[src/rtl/dma_seq_pkg.sv]
package dma_seq_pkg;

   typedef enum logic [1:0] {
      MODE_FRAG  = 2'd0,
      MODE_BLOCK = 2'd1,
      MODE_TRANS = 2'd2,
      MODE_LIST  = 2'd3
   } req_mode_e;

   typedef enum logic [1:0] {
      ST_IDLE  = 2'd0,
      ST_ARMED = 2'd1,
      ST_RUN   = 2'd2
   } seq_state_e;

   localparam int CTL_W        = 32;
   localparam int CTL_SRC_W_LO = 30;
   localparam int CTL_DST_W_LO = 28;
   localparam int CTL_MODE_LO  = 24;
   localparam int CTL_FIX_SEL  = 21;
   localparam int CTL_FIX_EN   = 20;
   localparam int CTL_RSVD_TOP = 19;

   localparam logic [1:0] WCODE_BAD = 2'd3;

   function automatic logic [1:0] align_mask(input logic [1:0] lg2);
      case (lg2)
         2'd1:    return 2'b01;
         2'd2:    return 2'b11;
         default: return 2'b00;
      endcase
   endfunction

endpackage

[src/rtl/dma_seq_cfg_chk.sv]
module dma_seq_cfg_chk
   import dma_seq_pkg::*;
#(
   parameter int FRAG_W = 17,
   parameter int BLK_W  = 17,
   parameter int TRSC_W = 28,
   parameter int STEP_W = 16,
   parameter int LEN_W  = 28,
   parameter int NLVL   = 3
) (
   input  logic [CTL_W-1:0]             ctl,
   input  logic [BLK_W-1:0]             blk_len,
   input  logic [TRSC_W-1:0]            trsc_len,
   input  logic [2*STEP_W-1:0]          step,
   output logic                         err,
   output req_mode_e                    mode,
   output logic [2:0]                   beat,
   output logic [NLVL-1:0][LEN_W-1:0]   lens,
   output logic [STEP_W-1:0]            src_step,
   output logic [STEP_W-1:0]            dst_step
);

   logic [1:0] sw_code, dw_code, lg2, amask;
   logic       width_bad, len_zero, len_misalign, fix_en, fix_sel;
   logic       unused_ctl_bits;

   assign sw_code = ctl[CTL_SRC_W_LO +: 2];
   assign dw_code = ctl[CTL_DST_W_LO +: 2];
   assign mode    = req_mode_e'(ctl[CTL_MODE_LO +: 2]);
   assign fix_en  = ctl[CTL_FIX_EN];
   assign fix_sel = ctl[CTL_FIX_SEL];

   assign unused_ctl_bits = ^{ctl[27:26], ctl[23:22], ctl[CTL_RSVD_TOP:FRAG_W]};

   assign width_bad = (sw_code == WCODE_BAD) || (dw_code == WCODE_BAD);
   assign lg2       = (sw_code > dw_code) ? sw_code : dw_code;
   assign beat      = width_bad ? 3'd0 : 3'(3'd1 << lg2);
   assign amask     = align_mask(lg2);

   assign lens[0] = LEN_W'(ctl[FRAG_W-1:0]);
   assign lens[1] = LEN_W'(blk_len);
   assign lens[2] = LEN_W'(trsc_len);

   always_comb begin
      len_zero     = 1'b0;
      len_misalign = 1'b0;
      for (int i = 0; i < NLVL; i++) begin
         if (lens[i] == '0)
            len_zero = 1'b1;
         if ((lens[i][1:0] & amask) != 2'b00)
            len_misalign = 1'b1;
      end
   end

   assign err = width_bad || (mode == MODE_LIST) || len_zero || len_misalign;

   assign src_step = (fix_en && !fix_sel) ? '0 : step[STEP_W-1:0];
   assign dst_step = (fix_en &&  fix_sel) ? '0 : step[2*STEP_W-1:STEP_W];

endmodule

[src/rtl/dma_seq_lvl_cnt.sv]
module dma_seq_lvl_cnt #(
   parameter int W = 28
) (
   input  logic         clk,
   input  logic         rst_n,
   input  logic         clr,
   input  logic         adv,
   input  logic [2:0]   beat,
   input  logic [W-1:0] len,
   input  logic         upper_end,
   output logic         end_o
);

   logic [W-1:0] cnt_q;
   logic [W:0]   nxt;
   logic         last;

   assign nxt   = {1'b0, cnt_q} + {{(W-2){1'b0}}, beat};
   assign last  = (nxt >= {1'b0, len});
   assign end_o = last || upper_end;

   always_ff @(posedge clk or negedge rst_n) begin
      if (!rst_n)
         cnt_q <= '0;
      else if (clr)
         cnt_q <= '0;
      else if (adv)
         cnt_q <= end_o ? '0 : nxt[W-1:0];
   end

endmodule

[src/rtl/dma_seq_addr_gen.sv]
module dma_seq_addr_gen #(
   parameter int AW = 36,
   parameter int SW = 16
) (
   input  logic          clk,
   input  logic          rst_n,
   input  logic          load,
   input  logic [AW-1:0] base,
   input  logic          adv,
   input  logic [SW-1:0] step,
   output logic [AW-1:0] addr
);

   always_ff @(posedge clk or negedge rst_n) begin
      if (!rst_n)
         addr <= '0;
      else if (load)
         addr <= base;
      else if (adv)
         addr <= addr + {{(AW-SW){1'b0}}, step};
   end

endmodule

[src/rtl/dma_chan_seq.sv]
module dma_chan_seq
   import dma_seq_pkg::*;
#(
   parameter int AW     = 32,
   parameter int HW     = 4,
   parameter int FRAG_W = 17,
   parameter int BLK_W  = 17,
   parameter int TRSC_W = 28,
   parameter int STEP_W = 16
) (
   input  logic                 clk,
   input  logic                 rst_n,
   input  logic                 cfg_load,
   input  logic [31:0]          cfg_ctl,
   input  logic [BLK_W-1:0]     cfg_blk_len,
   input  logic [TRSC_W-1:0]    cfg_trsc_len,
   input  logic [2*STEP_W-1:0]  cfg_step,
   input  logic [AW+HW-1:0]     cfg_src_addr,
   input  logic [AW+HW-1:0]     cfg_dst_addr,
   input  logic                 start_req,
   output logic                 mem_req,
   output logic [AW+HW-1:0]     mem_rd_addr,
   output logic [AW+HW-1:0]     mem_wr_addr,
   output logic [2:0]           mem_bytes,
   input  logic                 mem_ack,
   output logic                 frag_done,
   output logic                 blk_done,
   output logic                 trsc_done,
   output logic                 busy,
   output logic                 cfg_err
);

   localparam int FULL_AW = AW + HW;
   localparam int NLVL    = 3;
   localparam int NSIDE   = 2;
   localparam int LEN_W0  = (FRAG_W > BLK_W) ? FRAG_W : BLK_W;
   localparam int LEN_W   = (TRSC_W > LEN_W0) ? TRSC_W : LEN_W0;

   if (FRAG_W > CTL_RSVD_TOP) begin : g_bad_frag_w
      $error("FRAG_W must fit below control bit 19");
   end
   if (2 * STEP_W > CTL_W) begin : g_bad_step_w
      $error("two steps must fit in one 32-bit word");
   end
   if (STEP_W > FULL_AW || LEN_W < 3) begin : g_bad_geom
      $error("step or length width out of range");
   end

   logic                        chk_err;
   req_mode_e                   chk_mode;
   logic [2:0]                  chk_beat;
   logic [NLVL-1:0][LEN_W-1:0]  chk_len;
   logic [STEP_W-1:0]           chk_src_step, chk_dst_step;

   dma_seq_cfg_chk #(
      .FRAG_W (FRAG_W),
      .BLK_W  (BLK_W),
      .TRSC_W (TRSC_W),
      .STEP_W (STEP_W),
      .LEN_W  (LEN_W),
      .NLVL   (NLVL)
   ) u_cfg_chk (
      .ctl      (cfg_ctl),
      .blk_len  (cfg_blk_len),
      .trsc_len (cfg_trsc_len),
      .step     (cfg_step),
      .err      (chk_err),
      .mode     (chk_mode),
      .beat     (chk_beat),
      .lens     (chk_len),
      .src_step (chk_src_step),
      .dst_step (chk_dst_step)
   );

   seq_state_e                  state_q;
   req_mode_e                   mode_q;
   logic [2:0]                  beat_q;
   logic [NLVL-1:0][LEN_W-1:0]  len_q;
   logic [NSIDE-1:0][STEP_W-1:0] step_q;
   logic                        err_q;
   logic [NLVL-1:0]             done_q;
   logic [NLVL-1:0]             lvl_end;
   logic                        load_acc, beat_fire, req_end;

   assign load_acc  = cfg_load && (state_q != ST_RUN);
   assign beat_fire = (state_q == ST_RUN) && mem_ack;

   for (genvar g = 0; g < NLVL; g++) begin : g_lvl
      logic up_end;
      if (g == NLVL - 1) begin : g_top
         assign up_end = 1'b0;
      end else begin : g_inner
         assign up_end = lvl_end[g+1];
      end
      dma_seq_lvl_cnt #(.W(LEN_W)) u_cnt (
         .clk       (clk),
         .rst_n     (rst_n),
         .clr       (load_acc),
         .adv       (beat_fire),
         .beat      (beat_q),
         .len       (len_q[g]),
         .upper_end (up_end),
         .end_o     (lvl_end[g])
      );
   end

   logic [NSIDE-1:0][FULL_AW-1:0] side_base, side_addr;
   assign side_base[0] = cfg_src_addr;
   assign side_base[1] = cfg_dst_addr;

   for (genvar s = 0; s < NSIDE; s++) begin : g_side
      dma_seq_addr_gen #(.AW(FULL_AW), .SW(STEP_W)) u_addr (
         .clk   (clk),
         .rst_n (rst_n),
         .load  (load_acc),
         .base  (side_base[s]),
         .adv   (beat_fire),
         .step  (step_q[s]),
         .addr  (side_addr[s])
      );
   end

   always_comb begin
      case (mode_q)
         MODE_FRAG:  req_end = lvl_end[0];
         MODE_BLOCK: req_end = lvl_end[1];
         default:    req_end = lvl_end[2];
      endcase
   end

   always_ff @(posedge clk or negedge rst_n) begin
      if (!rst_n) begin
         state_q <= ST_IDLE;
         mode_q  <= MODE_FRAG;
         beat_q  <= '0;
         len_q   <= '0;
         step_q  <= '0;
         err_q   <= 1'b0;
         done_q  <= '0;
      end else begin
         done_q <= beat_fire ? lvl_end : '0;
         if (load_acc) begin
            err_q     <= chk_err;
            mode_q    <= chk_mode;
            beat_q    <= chk_beat;
            len_q     <= chk_len;
            step_q[0] <= chk_src_step;
            step_q[1] <= chk_dst_step;
            state_q   <= chk_err ? ST_IDLE : ST_ARMED;
         end else begin
            case (state_q)
               ST_ARMED: if (start_req) state_q <= ST_RUN;
               ST_RUN:   if (beat_fire && req_end)
                            state_q <= lvl_end[NLVL-1] ? ST_IDLE : ST_ARMED;
               default:  ;
            endcase
         end
      end
   end

   assign mem_req     = (state_q == ST_RUN);
   assign mem_rd_addr = side_addr[0];
   assign mem_wr_addr = side_addr[1];
   assign mem_bytes   = beat_q;
   assign frag_done   = done_q[0];
   assign blk_done    = done_q[1];
   assign trsc_done   = done_q[2];
   assign busy        = (state_q != ST_IDLE);
   assign cfg_err     = err_q;

endmodule

[config.mk]
export PLATFORM = sky130hd
export DESIGN_NAME = dma_chan_seq
export DESIGN_NICKNAME = d
export VERILOG_FILES = /design/src/rtl/dma_seq_pkg.sv /design/src/rtl/dma_seq_cfg_chk.sv /design/src/rtl/dma_seq_lvl_cnt.sv /design/src/rtl/dma_seq_addr_gen.sv /design/src/rtl/dma_chan_seq.sv
export SDC_FILE = /design/constraint.sdc
export NUM_CORES = 1
export LEC_CHECK = 0
export BUFFER_PORTS_ARGS = -buffer_cell sky130_fd_sc_hd__buf_4
export CAP_MARGIN = 40
export CORE_ASPECT_RATIO = 1.25
export CORE_MARGIN = 2
export CORE_UTILIZATION = 55
export DETAILED_ROUTE_END_ITERATION = 8
export HOLD_SLACK_MARGIN = 0.1
export PLACE_DENSITY = 0.78
export SETUP_SLACK_MARGIN = 0.2
export SLEW_MARGIN = 40
export SYNTH_ARGS = -nofsm -noshare
export SYNTH_HDL_FRONTEND = slang
export SYNTH_SLANG_ARGS = --single-unit
[constraint.sdc]
create_clock -name clk -period 12.65 [get_ports clk]
set_input_delay 1.8975 -clock clk [delete_from_list [all_inputs] [get_ports clk]]
set_output_delay 1.8975 -clock clk [all_outputs]
set_load 0.005 [all_outputs]
==> summary.txt, run 1 <==
STA
  – Setup-failing EPs final: 0
  – Relative slew slack: 44.33%
  – Fin. max-slew vios: 0
  – Fmax: 197.8 MHz
  – Tmin final: 5.056 ns
  – Period Utilization, post-route: 39.97%
  – RSZ-0062 raised after global routing: no
  – Min Hold Slack: 0.4818 ns
  – Setup TNS: 0 ns
  – Clock Skews: 0.01245 ns
  – Final Hold Fails: 0
  – Slew @ Worst Pin: 0.8274 ns

Worst setup path
  – Slowest cell delay on critical path: 0.62 ns
  – Most frequent CP cell: a21o_1
  – Crit Path Max Fanout: 16
  – Critical-path top delay cell: nor3_4
  – Crit path DAT: 5.54 ns
  – FF-to-FF End: g_lvl[1].u_cnt.cnt_q[12]
  – Crit path kind: reg -> reg
  – R2R Path Start: mem_bytes[0]
  – Crit start category: flip-flop
  – Cell Chain, Critical Path: ha_1, fa_1, a21o_1, nand2_1, nor3_1, nand3_1, xnor2_1, ha_1, a21o_1, a21o_1, a221oi_1, nand4_1, nor3_4, nand3b_1, o211a_1, nor2_1
  – Worst R2R Setup Slack: 7.59 ns
  – Crit. End Element: flip-flop
  – Crit path from: mem_bytes[0]
  – Worst Reg-to-Reg Cells: 16
  – Critical Path RT: 13.13 ns

GRT
  – Met2 usage: 50.67%
  – Grt met3 use: 6.656%
  – Initial antenna violation count: 1
  – GR Util All Layers: 27.42%
  – Vias in the first global route: 13443
  – Busiest grt layer: met2
  – First-pass GRT wire length: 66.46 mm
  – GRT Residual Overflow: 0
  – GR Util met1: 31.59%
  – Largest net degree at the start of global routing: 118

Synth
  – Synth warnings: 0
  – Most common cell in the synthesized netlist: dfrtp_1
  – Synth cell count leaders: dfrtp_1, nand2_1, o21ai_0
  – Largest area contributor in the netlist: dfrtp_1
  – Post-Syn Nets: 2006
  – Ys async rst share: 100.0%
  – Top cells by area, synth: dfrtp_1, ha_1, nand2_1
  – Synth Register Bits: 261
  – Library cells used by synthesis: 75
  – Top_reg_cell synth: dfrtp_1
  – Area share of the leading cell type in the synthesized netlist: 42.00%
  – EDFF count, synth: 0
  – Post-Syn Instances: 1703
  – Synth Area per Inst: 9.131 um2
  – Synth Cell Area: 0.01555 mm2
  – Sequential area share after synthesis: 42.00%

Outcome
  – Status: completed

Floorplan
  – Starting density of the core: 56.06%
  – Area of the core: 0.02774 mm2
  – IO Pins: 267
  – Chip width: 154.4 um
  – Site Rows: 68
  – Die area: 0.02964 mm2
  – Vert. Die Dim: 192.0 um

Placement
  – Post-DP HPWL: 29.94 mm
  – GP Congestion: 0.8718
  – Port Buffers: 259

Worst hold path
  – Worst hold endpoint: g_lvl[0].u_cnt.cnt_q[2]
  – Hold_sp: g_lvl[0].u_cnt.cnt_q[2]
  – Hold Path Depth: 2
  – Hold crit path type: reg -> reg

Finish
  – Layout Utilization: 67.53%
  – # nets final: 2233
  – Fillers: 2250
  – Multi-input logic area: 0.008414 mm2
  – Area Growth Syn to Fin: 20.45%
  – Layout cells sized above 1: 17.30%
  – Reg area: 0.006531 mm2

CTS
  – Setup bufs post-CTS: 0
  – CTS clk-pin slew, worst paths: 0.06 ns
  – H-tree depth: 1
  – Cts hold-fix bufs: 0
  – CTS Buffer Depth: 3
  – CTS-repair resized insts: 0
  – CTS tree: yes
  – Clock Latency Late Sink: 0.55 ns
  – Clk root buf: clkbuf_16
  – CTS buffer count: 29
  – Clk sinks: 261

Detailed routing
  – Via count: 13390
  – Pre-antenna DRT Iters: 5
  – Routed length per instance: 17.79 um
  – Initial DRC count: 642
  – Drt via density: 5.824
  – Post-route DRC: 0
  – Total Routed Length: 40.90 mm
  – Post-route ant nets: 0

Power
  – Logic pwr share: 42.3%
  – Internal power: 0.002189 W
  – Largest vdd supply drop: 0.0001637 V
  – Power per Cell Area: 188.7 mW/mm2
  – NetSw: 0.001346 W
  – Clock power frac: 22.6%
  – Sw frac: 38.08%
  – Seq pwr share: 35.1%
  – Leak: 9.246 nW

Job
  – Number of max-cap violations: 0
placed cells by master (no fill, tap or decap), drive strengths merged, types with 56 or more instances in the layout:
cell	instances
buf	272
dfrtp	261
nand2	257
o21ai	150
ha	112
inv	98
nor2	80
xor2	61
and3	57
a21oi	57
xnor2	56
routing by layer:
metal	vias up	share of wire (%)	routed length, um
met1	6462	39	16120
met2	363	51	20940
met5	-	0	0
met3	64	7.0	2883
li1	6501	-	-
met4	0	2.3	949
layout make-up:
class | count | share of cell area (%)
antenna | 1 | 0.01336
clock buffer | 44 | 4.389
clock inverter | 5 | 0.3073
inverter | 96 | 1.924
multi-input combinational | 1270 | 44.92
sequential | 261 | 34.87
tap | 350 | 2.338
timing repair buffer | 272 | 11.24
power by group through the flow:
stage	combinational, W	sequential, W	clock [W]
after floorplan	0.000974	0.00121	0
after global placement	0.00143	0.00124	0
after detailed placement	0.00149	0.00125	0
after CTS	0.00150	0.00124	0.000811
after global routing	0.00167	0.00127	0.000844
final	0.00149	0.00124	0.000800
state kept, by name (all words and copies together) (netlist names):
signal,flops
len_q,62
done_q,3
g_lvl.u_cnt.cnt_q,84
state_q,2
mem_bytes,3
g_side.u_addr.addr,72
step_q,32
mode_q,2
cfg_err,1
worst max-delay path, delay by kind of cell (launching register included):
kind | cells | cell delay (ns)
and+or+nand+nor | 7 | 2.22
xor gates and xnor gates | 1 | 0.25
adders and majority gates | 3 | 0.81
DFF | 1 | 0.50
AOI/OAI and AO/OA | 5 | 1.22
how the worst max path moves through the flow:
stage	end	slack [ns]	cells after the start
finish	g_lvl[1].u_cnt.cnt_q[12]	7.59	16
global route	g_lvl[2].u_cnt.cnt_q[3]	7.08	18
CTS	g_lvl[1].u_cnt.cnt_q[12]	7.65	16
detailed placement	g_lvl[1].u_cnt.cnt_q[4]	7.66	16
global placement	g_lvl[1].u_cnt.cnt_q[12]	7.73	16
floorplan	g_lvl[2].u_cnt.cnt_q[22]	8.41	18
per-stage QoR:
| stage | power (W) | std cells | cell area, um2 | setup WS (ns) |
|---|---|---|---|---|
| 6_report | 0.003534 | 2299 | 18730 | 7.594 |
| 5_1_grt | 0.003780 | 2299 | 18730 | 7.079 |
| 4_1_cts | 0.003552 | 2298 | 18720 | 7.646 |
| 3_5_place_dp | 0.002736 | 2249 | 17840 | 7.664 |
| 3_3_place_gp | 0.002676 | 2247 | 17750 | 7.727 |
| 2_1_floorplan | 0.002188 | 1703 | 15550 | 8.410 |
cells by family after synthesis:
group | Yosys count | synth area share [%]
AOI/OAI and AO/OA | 418 | 17.61
DFF | 261 | 42.00
muxes | 7 | 0.4667
adders and majority gates | 117 | 9.656
xor gates and xnor gates | 117 | 6.590
buffers and inverters | 172 | 4.216
and+or+nand+nor | 611 | 19.46
No activity file was read; power rests on OpenSTA's default activity.
==> inputs of run 2 (changes only) <==
--- a/config.mk
+++ b/config.mk
@@ -5,11 +5,12 @@
 export SDC_FILE = /design/constraint.sdc
 export NUM_CORES = 1
 export LEC_CHECK = 0
+export ABC_AREA = 1
 export BUFFER_PORTS_ARGS = -buffer_cell sky130_fd_sc_hd__buf_4
 export CAP_MARGIN = 40
 export CORE_ASPECT_RATIO = 1.25
 export CORE_MARGIN = 2
-export CORE_UTILIZATION = 55
+export CORE_UTILIZATION = 53
 export DETAILED_ROUTE_END_ITERATION = 8
 export HOLD_SLACK_MARGIN = 0.1
 export PLACE_DENSITY = 0.78
==> constraint.sdc (replaced) <==
create_clock -name clk -period 4.2 [get_ports clk]
set_input_delay 0.63 -clock clk [delete_from_list [all_inputs] [get_ports clk]]
set_output_delay 0.63 -clock clk [all_outputs]
set_load 0.005 [all_outputs]
==> run 2 against run 1 <==
  * Sequential power grew to 3.0 times the previous value
  * Setup slack lost 7.3 ns
  * Clock power grew to 3.4 times the previous value
  * Utilization shrank 1.2 points
  * Power grew to 3.1 times the previous value
  * Die area grew 15%
  * Combinational power grew to 3.1 times the previous value
  * First-iteration DRC count grew 81%
  * Worst hold slack lost 0.21 ns
  * Sequential share of layout area shrank 4.0 points
  * Flip-flop and latch count is the same
==> summary.txt, run 2 <==
Floorplan
  – Site Rows: 73
  – Vert. Die Dim: 205.8 um
  – Chip width: 165.4 um
  – IO Pins: 267
  – Area of the core: 0.03197 mm2
  – Starting density of the core: 54.01%
  – Die area: 0.03404 mm2

Synth
  – Synth Register Bits: 261
  – Top_reg_cell synth: dfrtp_1
  – Area share of the leading cell type in the synthesized netlist: 37.83%
  – Synth warnings: 0
  – Post-synthesis mux area share: 0%
  – Post-Synth Simple-Gate Area: 28.60%
  – Ys async rst share: 100.0%
  – Most common cell in the synthesized netlist: nand2_1
  – Synth cell count leaders: nand2_1, inv_1, dfrtp_1
  – Largest family of logic cells by synthesized area: simple AND/OR/NAND/NOR gates
  – Adder-Cell Fraction of Synth Area: 8.696%
  – Synth Area in Compound Gates: 12.83%
  – Largest area contributor in the netlist: dfrtp_1
  – Post-Syn Instances: 2378
  – XOR/XNOR share of the synthesized area: 3.957%
  – Synth Cell Area: 0.01727 mm2
  – Synth Area per Inst: 7.260 um2
  – EDFF count, synth: 0
  – Top cells by area, synth: dfrtp_1, nand2_1, ha_1
  – Library cells used by synthesis: 56
  – Post-Syn Nets: 2681
  – Sequential area share after synthesis: 37.83%

Finish
  – # nets final: 2947
  – Leading cell type in the layout, fill and taps excluded: nand2_1
  – Most frequent cells in the layout: nand2_1, buf_4, inv_1
  – Final instance area: 0.02119 mm2
  – Max reg flops: 84
  – Biggest regs: g_lvl.u_cnt.cnt_q: 84 flops, g_side.u_addr.addr: 72 flops, len_q: 62 flops
  – Diode count: 0
  – Layout Utilization: 66.29%
  – Top reg by flops: g_lvl.u_cnt.cnt_q
  – Area Growth Syn to Fin: 22.74%
  – Layout cells sized above 1: 16.97%
  – Fillers: 2800

CTS
  – CTS clk-pin slew, worst paths: 0.06 ns
  – H-tree depth: 1
  – CTS Buffer Depth: 3
  – Clk root buf: clkbuf_16
  – Clk sinks: 261
  – CTS tree: yes
  – Clock Latency Late Sink: 0.57 ns
  – CTS buffer count: 29

STA
  – Post-route setup slack: 0.3182 ns
  – Setup-failing EPs final: 0
  – Setup TNS: 0 ns
  – RSZ-0062 raised after global routing: yes
  – Tmin final: 3.882 ns
  – Final Hold Fails: 0
  – Fmax: 257.6 MHz
  – Clock Skews: 0.01461 ns
  – Fin. max-slew vios: 0
  – Slew @ Worst Pin: 0.9044 ns
  – Period Utilization, post-route: 92.42%
  – Relative slew slack: 39.15%

Power
  – Seq pwr share: 33.4%
  – Power per Cell Area: 524.5 mW/mm2
  – Clock power frac: 24.4%
  – Sw frac: 40.83%
  – Total power draw: 0.01111 W
  – NetSw: 0.004538 W
  – Leak: 10.77 nW
  – Largest vdd supply drop: 0.0004257 V
  – Logic pwr share: 42.2%
  – Internal power: 0.006577 W

Worst setup path
  – WP depth: 24
  – Critical-path top delay cell: dfrtp_1
  – Crit path DAT: 4.39 ns
  – CP delay by family, top: simple AND/OR/NAND/NOR gates
  – Worst Reg-to-Reg Cells: 24
  – Crit path kind: reg -> reg
  – Worst path bufs/invs: 6
  – Most frequent CP cell: nand2_1
  – Slowest cell delay on critical path: 0.41 ns
  – Critical Path RT: 4.71 ns
  – Crit Path Max Fanout: 5
  – Cell Chain, Critical Path: ha_4, buf_4, nand2_2, a21oi_4, inv_2, nor3_4, nand3_2, or3_1, xor2_1, inv_1, ha_1, a21oi_2, nor2_2, a211oi_2, nand2_1, nand2_1, nand2_2, a21oi_4, inv_4, nor3_4, buf_6, clkbuf_16, nand3_2, nand2_1
  – Crit. End Element: flip-flop
  – Crit start category: flip-flop

Detailed routing
  – Pre-antenna DRT Iters: 5
  – Initial DRC count: 1164
  – Via count: 17075
  – Total Routed Length: 52.63 mm
  – Post-route DRC: 0
  – Post-route ant nets: 0
  – Routed length per instance: 17.11 um
  – Drt via density: 5.551

GRT
  – GRT Residual Overflow: 0
  – First-pass GRT wire length: 82.84 mm
  – Vias in the first global route: 16832
  – GR Util All Layers: 30.55%
  – Initial antenna violation count: 0
  – Largest net degree at the start of global routing: 110

Worst hold path
  – Hold crit path type: in -> reg
  – Hold Path Depth: 3

Placement
  – Port Buffers: 259
  – Post-DP HPWL: 38.63 mm
  – GP Congestion: 0.9648
  – Post-place setup slack: 0.01118 ns
  – Placed Area: 0.01969 mm2

Job
  – Number of max-cap violations: 0

Outcome
  – Status: completed
-- run 2: changes by cell type after synthesis, sizes merged, moves of 55 or more --
cell and change:
nand2 +403, inv +196, nand3 +110, a21oi +60
and3 -55, nor2 +167
-- run 2: metrics by stage --
stage               hold slack (ns)  cells
finish                       0.2764   3076
global route                 0.2754   3076
CTS                          0.2575   3064
detailed placement           0.4699   3004
global placement             0.4646   3004
floorplan                    0.3344   2378
-- run 2: final timing paths --
check,slack (ns),start,to
worst min register to register,0.48,mode_q[1],mode_q[1]
worst min-delay path,0.28,cfg_ctl[7],len_q[7]
worst max-delay path,0.32,mem_bytes[2],g_lvl[1].u_cnt.cnt_q[6]
worst max register to register,0.32,mem_bytes[2],g_lvl[1].u_cnt.cnt_q[6]
min in group asynchronous,0.60,rst_n,g_lvl[0].u_cnt.cnt_q[13]
max in group asynchronous,2.61,rst_n,g_side[0].u_addr.addr[6]
-- run 2: layout make-up --
cell class	count	area [um2]	area share (%)
repair buffers	302	2394	11.29
flip-flops and latches	261	6531	30.82
inverters	293	1106	5.219
multi-input cells	1757	9658	45.57
clock buffers	37	785.8	3.708
well taps	412	515.5	2.433
clock inverters	14	201.4	0.9506
-- run 2: worst reg2reg max path: stages, from the launching register on --
cell and delay [ns]:
dfrtp_1 0.41, ha_4 0.30, buf_4 0.12, nand2_2 0.06, a21oi_4 0.15, inv_2 0.09
nor3_4 0.15, nand3_2 0.12, or3_1 0.35, xor2_1 0.21, inv_1 0.07, ha_1 0.31
a21oi_2 0.14, nor2_2 0.05, a211oi_2 0.19, nand2_1 0.07, nand2_1 0.08, nand2_2 0.07
a21oi_4 0.17, inv_4 0.08, nor3_4 0.16, buf_6 0.17, clkbuf_16 0.16, nand3_2 0.06
nand2_1 0.09
-- run 2: per-layer routing --
layer / GRT usage [%] / wire length, um
met1: 37.16 / 20550
met4: 14.84 / 2721
met5: 0 / 0
met3: 3.648 / 3064
met2: 53.44 / 26290
-- run 2: power by group through the flow --
stage / Clock, W / Sequential (W) / Combinational, W
after floorplan: 0 / 0.00361 / 0.00286
after global placement: 0 / 0.00371 / 0.00445
after detailed placement: 0 / 0.00373 / 0.00457
after CTS: 0.00274 / 0.00370 / 0.00464
after global routing: 0.00284 / 0.00379 / 0.00525
final: 0.00271 / 0.00371 / 0.00469
-- run 2: logic make-up (layout without fill, tap and decap cells) --
group	count (synthesis)	count (layout)
adders and majority gates	117	117
AOI/OAI and AO/OA	391	391
and+or+nand+nor	1171	1171
xor gates and xnor gates	78	78
DFF	261	261
buffers and inverters	360	646
-- run 2: repair_timing --
item                                    in CTS  in global routing
resized for setup                            8                 61
hold buffers                                 1                  0
gates cloned                                 0                  3
pin swaps                                    2                 31
setup buffers                                8                  9
endpoints found under the setup margin      63                 67
hold endpoints to repair                    70                  0
==> inputs of run 3 (changes only) <==
--- a/config.mk
+++ b/config.mk
@@ -13,7 +13,7 @@
 export CORE_UTILIZATION = 53
 export DETAILED_ROUTE_END_ITERATION = 8
 export HOLD_SLACK_MARGIN = 0.1
-export PLACE_DENSITY = 0.78
+export PLACE_DENSITY = 0.77
 export SETUP_SLACK_MARGIN = 0.2
 export SLEW_MARGIN = 40
 export SYNTH_ARGS = -nofsm -noshare
==> run 3 against run 2 <==
  * Sequential share of layout area down 0.26 points
  * Routed wire length grew 1.6%
  * Cell count rose by 0.52%
  * Die area stayed put
  * Via count increased by 0.67%
  * Combinational power is 0.9% higher
  * Flip-flop and latch count is the same
  * Non-clock buffer count rose by 14
  * First-iteration DRC count is 8.4% lower
==> summary.txt, run 3 (synthesized netlist as in run 2, its figures left out) <==
Worst setup path
  – Slowest cell delay on critical path: 0.41 ns
  – Critical-path top delay cell: dfrtp_1
  – Crit. End Element: flip-flop
  – Crit Path Max Fanout: 5
  – Most frequent CP cell: nand2_1
  – Crit start category: flip-flop
  – Critical Path RT: 4.66 ns
  – Crit path kind: reg -> reg
  – Crit path DAT: 4.36 ns

GRT
  – Vias in the first global route: 16961
  – Initial antenna violation count: 2
  – GR Util All Layers: 31.10%
  – GRT Residual Overflow: 0
  – Largest net degree at the start of global routing: 178
  – First-pass GRT wire length: 83.73 mm

Power
  – Seq pwr share: 33.5%
  – Largest vdd supply drop: 0.0004612 V
  – Clock power frac: 24.0%
  – Power per Cell Area: 520.2 mW/mm2
  – Sw frac: 41.05%
  – Total power draw: 0.01112 W
  – Logic pwr share: 42.5%
  – NetSw: 0.004563 W
  – Internal power: 0.006555 W
  – Leak: 10.83 nW

Finish
  – Biggest regs: g_lvl.u_cnt.cnt_q: 84 flops, g_side.u_addr.addr: 72 flops, len_q: 62 flops
  – Max reg flops: 84
  – Area Growth Syn to Fin: 23.80%
  – Leading cell type in the layout, fill and taps excluded: nand2_1
  – Layout cells sized above 1: 17.77%
  – Most frequent cells in the layout: nand2_1, buf_4, inv_1
  – Layout Utilization: 66.86%
  – Top reg by flops: g_lvl.u_cnt.cnt_q
  – # nets final: 2961

Floorplan
  – Chip width: 165.4 um
  – Vert. Die Dim: 205.8 um
  – Die area: 0.03404 mm2
  – Site Rows: 73
  – Area of the core: 0.03197 mm2
  – IO Pins: 267
  – Starting density of the core: 54.01%

CTS
  – CTS clk-pin slew, worst paths: 0.07 ns
  – CTS buffer count: 29
  – CTS Buffer Depth: 3
  – H-tree depth: 1
  – Clk sinks: 261
  – Clock Latency Late Sink: 0.57 ns
  – CTS tree: yes
  – Clk root buf: clkbuf_16

STA
  – Final Hold Fails: 0
  – Period Utilization, post-route: 92.86%
  – Relative slew slack: 36.66%
  – Fin. max-slew vios: 0
  – Clock Skews: 0.009119 ns
  – Fmax: 256.4 MHz
  – Slew @ Worst Pin: 0.9415 ns
  – Tmin final: 3.900 ns
  – Post-route setup slack: 0.2999 ns
  – RSZ-0062 raised after global routing: yes
  – Setup-failing EPs final: 0

Placement
  – GP Congestion: 0.9399
  – Port Buffers: 259
  – Post-place setup slack: -0.1130 ns
  – Post-DP HPWL: 39.25 mm

Detailed routing
  – Drt via density: 5.560
  – Total Routed Length: 53.47 mm
  – Pre-antenna DRT Iters: 6
  – Initial DRC count: 1066
  – Routed length per instance: 17.29 um
  – Via count: 17190
  – Post-route DRC: 0
  – Post-route ant nets: 0

Outcome
  – Status: completed

Worst hold path
  – Hold crit path type: in -> reg

Job
  – Number of max-cap violations: 0
## run 3: cell types whose count changed in the layout (fill, tap and decap cells not counted), moves of 4 or more
cell and change:
nand3_2 -8, nand2_1 -6, clkinvlp_4 +4, nand3_1 +7, buf_4 +11
## run 3: path summary, 6_finish.rpt
path                                       start  depth (start not counted)                        to  slack, ns
worst max-delay path                mem_bytes[2]                         25  g_lvl[1].u_cnt.cnt_q[15]       0.30
worst min-delay path            cfg_trsc_len[21]                          3                 len_q[77]       0.27
min in group asynchronous                  rst_n                          2                 len_q[16]       0.57
worst max register to register      mem_bytes[2]                         25  g_lvl[1].u_cnt.cnt_q[15]       0.30
max in group asynchronous                  rst_n                          4  g_side[0].u_addr.addr[5]       2.53
worst min register to register         mode_q[1]                          2                 mode_q[1]       0.48
## run 3: critical path, delay by kind of cell, from the launching register on
family | cells | cell delay, ns
XOR/XNOR | 1 | 0.15
AO/OA/AOI/OAI | 1 | 0.08
AND/OR/NAND/NOR | 15 | 1.90
adder cells (fa/ha/maj) | 2 | 0.57
flip-flops | 1 | 0.41
buffers and inverters | 6 | 0.68
## run 3: power groups by stage
stage / combinational, W / clock (W) / sequential, W
2_1_floorplan: 0.00286 / 0 / 0.00361
3_3_place_gp: 0.00445 / 0 / 0.00372
3_5_place_dp: 0.00458 / 0 / 0.00374
4_1_cts: 0.00462 / 0.00271 / 0.00371
5_1_grt: 0.00529 / 0.00280 / 0.00380
6_report: 0.00473 / 0.00266 / 0.00373
## run 3: cell type report
class | count | area [um2]
fill | 2784 | 10590
timing repair buffer | 316 | 2534
tap | 412 | 515.5
multi-input combinational | 1757 | 9698
antenna | 1 | 2.502
sequential | 261 | 6531
clock buffer | 35 | 778.2
clock inverter | 17 | 206.4
inverter | 293 | 1109
## run 3: through the flow
stage / hold WS [ns] / cells / area [um2] / TNS (ns)
finish: 0.2700 / 3092 / 21370 / 0
global route: 0.2735 / 3092 / 21370 / 0
CTS: 0.2536 / 3079 / 20960 / 0
detailed placement: 0.4643 / 3011 / 19750 / -0.7374
global placement: 0.4623 / 3010 / 19720 / 0
floorplan: 0.3344 / 2378 / 17270 / 0
## run 3: layer usage
metal | GRT usage, % | share of wire [%]
met1 | 36.88 | 39
met2 | 53.81 | 49
met3 | 5.543 | 6.7
met4 | 15.79 | 5.5
met5 | 0 | 0.026
## run 3: repair_timing
| item | 4_1_cts | 5_1_grt |
|---|---|---|
| buffers inserted | 14 | 10 |
| cloned | 1 | 2 |
| endpoints found under the hold margin | 46 | 0 |
| hold buffers | 1 | 0 |
| endpoints found under the setup margin | 64 | 67 |
| resized for setup | 17 | 66 |
| pin swaps | 7 | 29 |
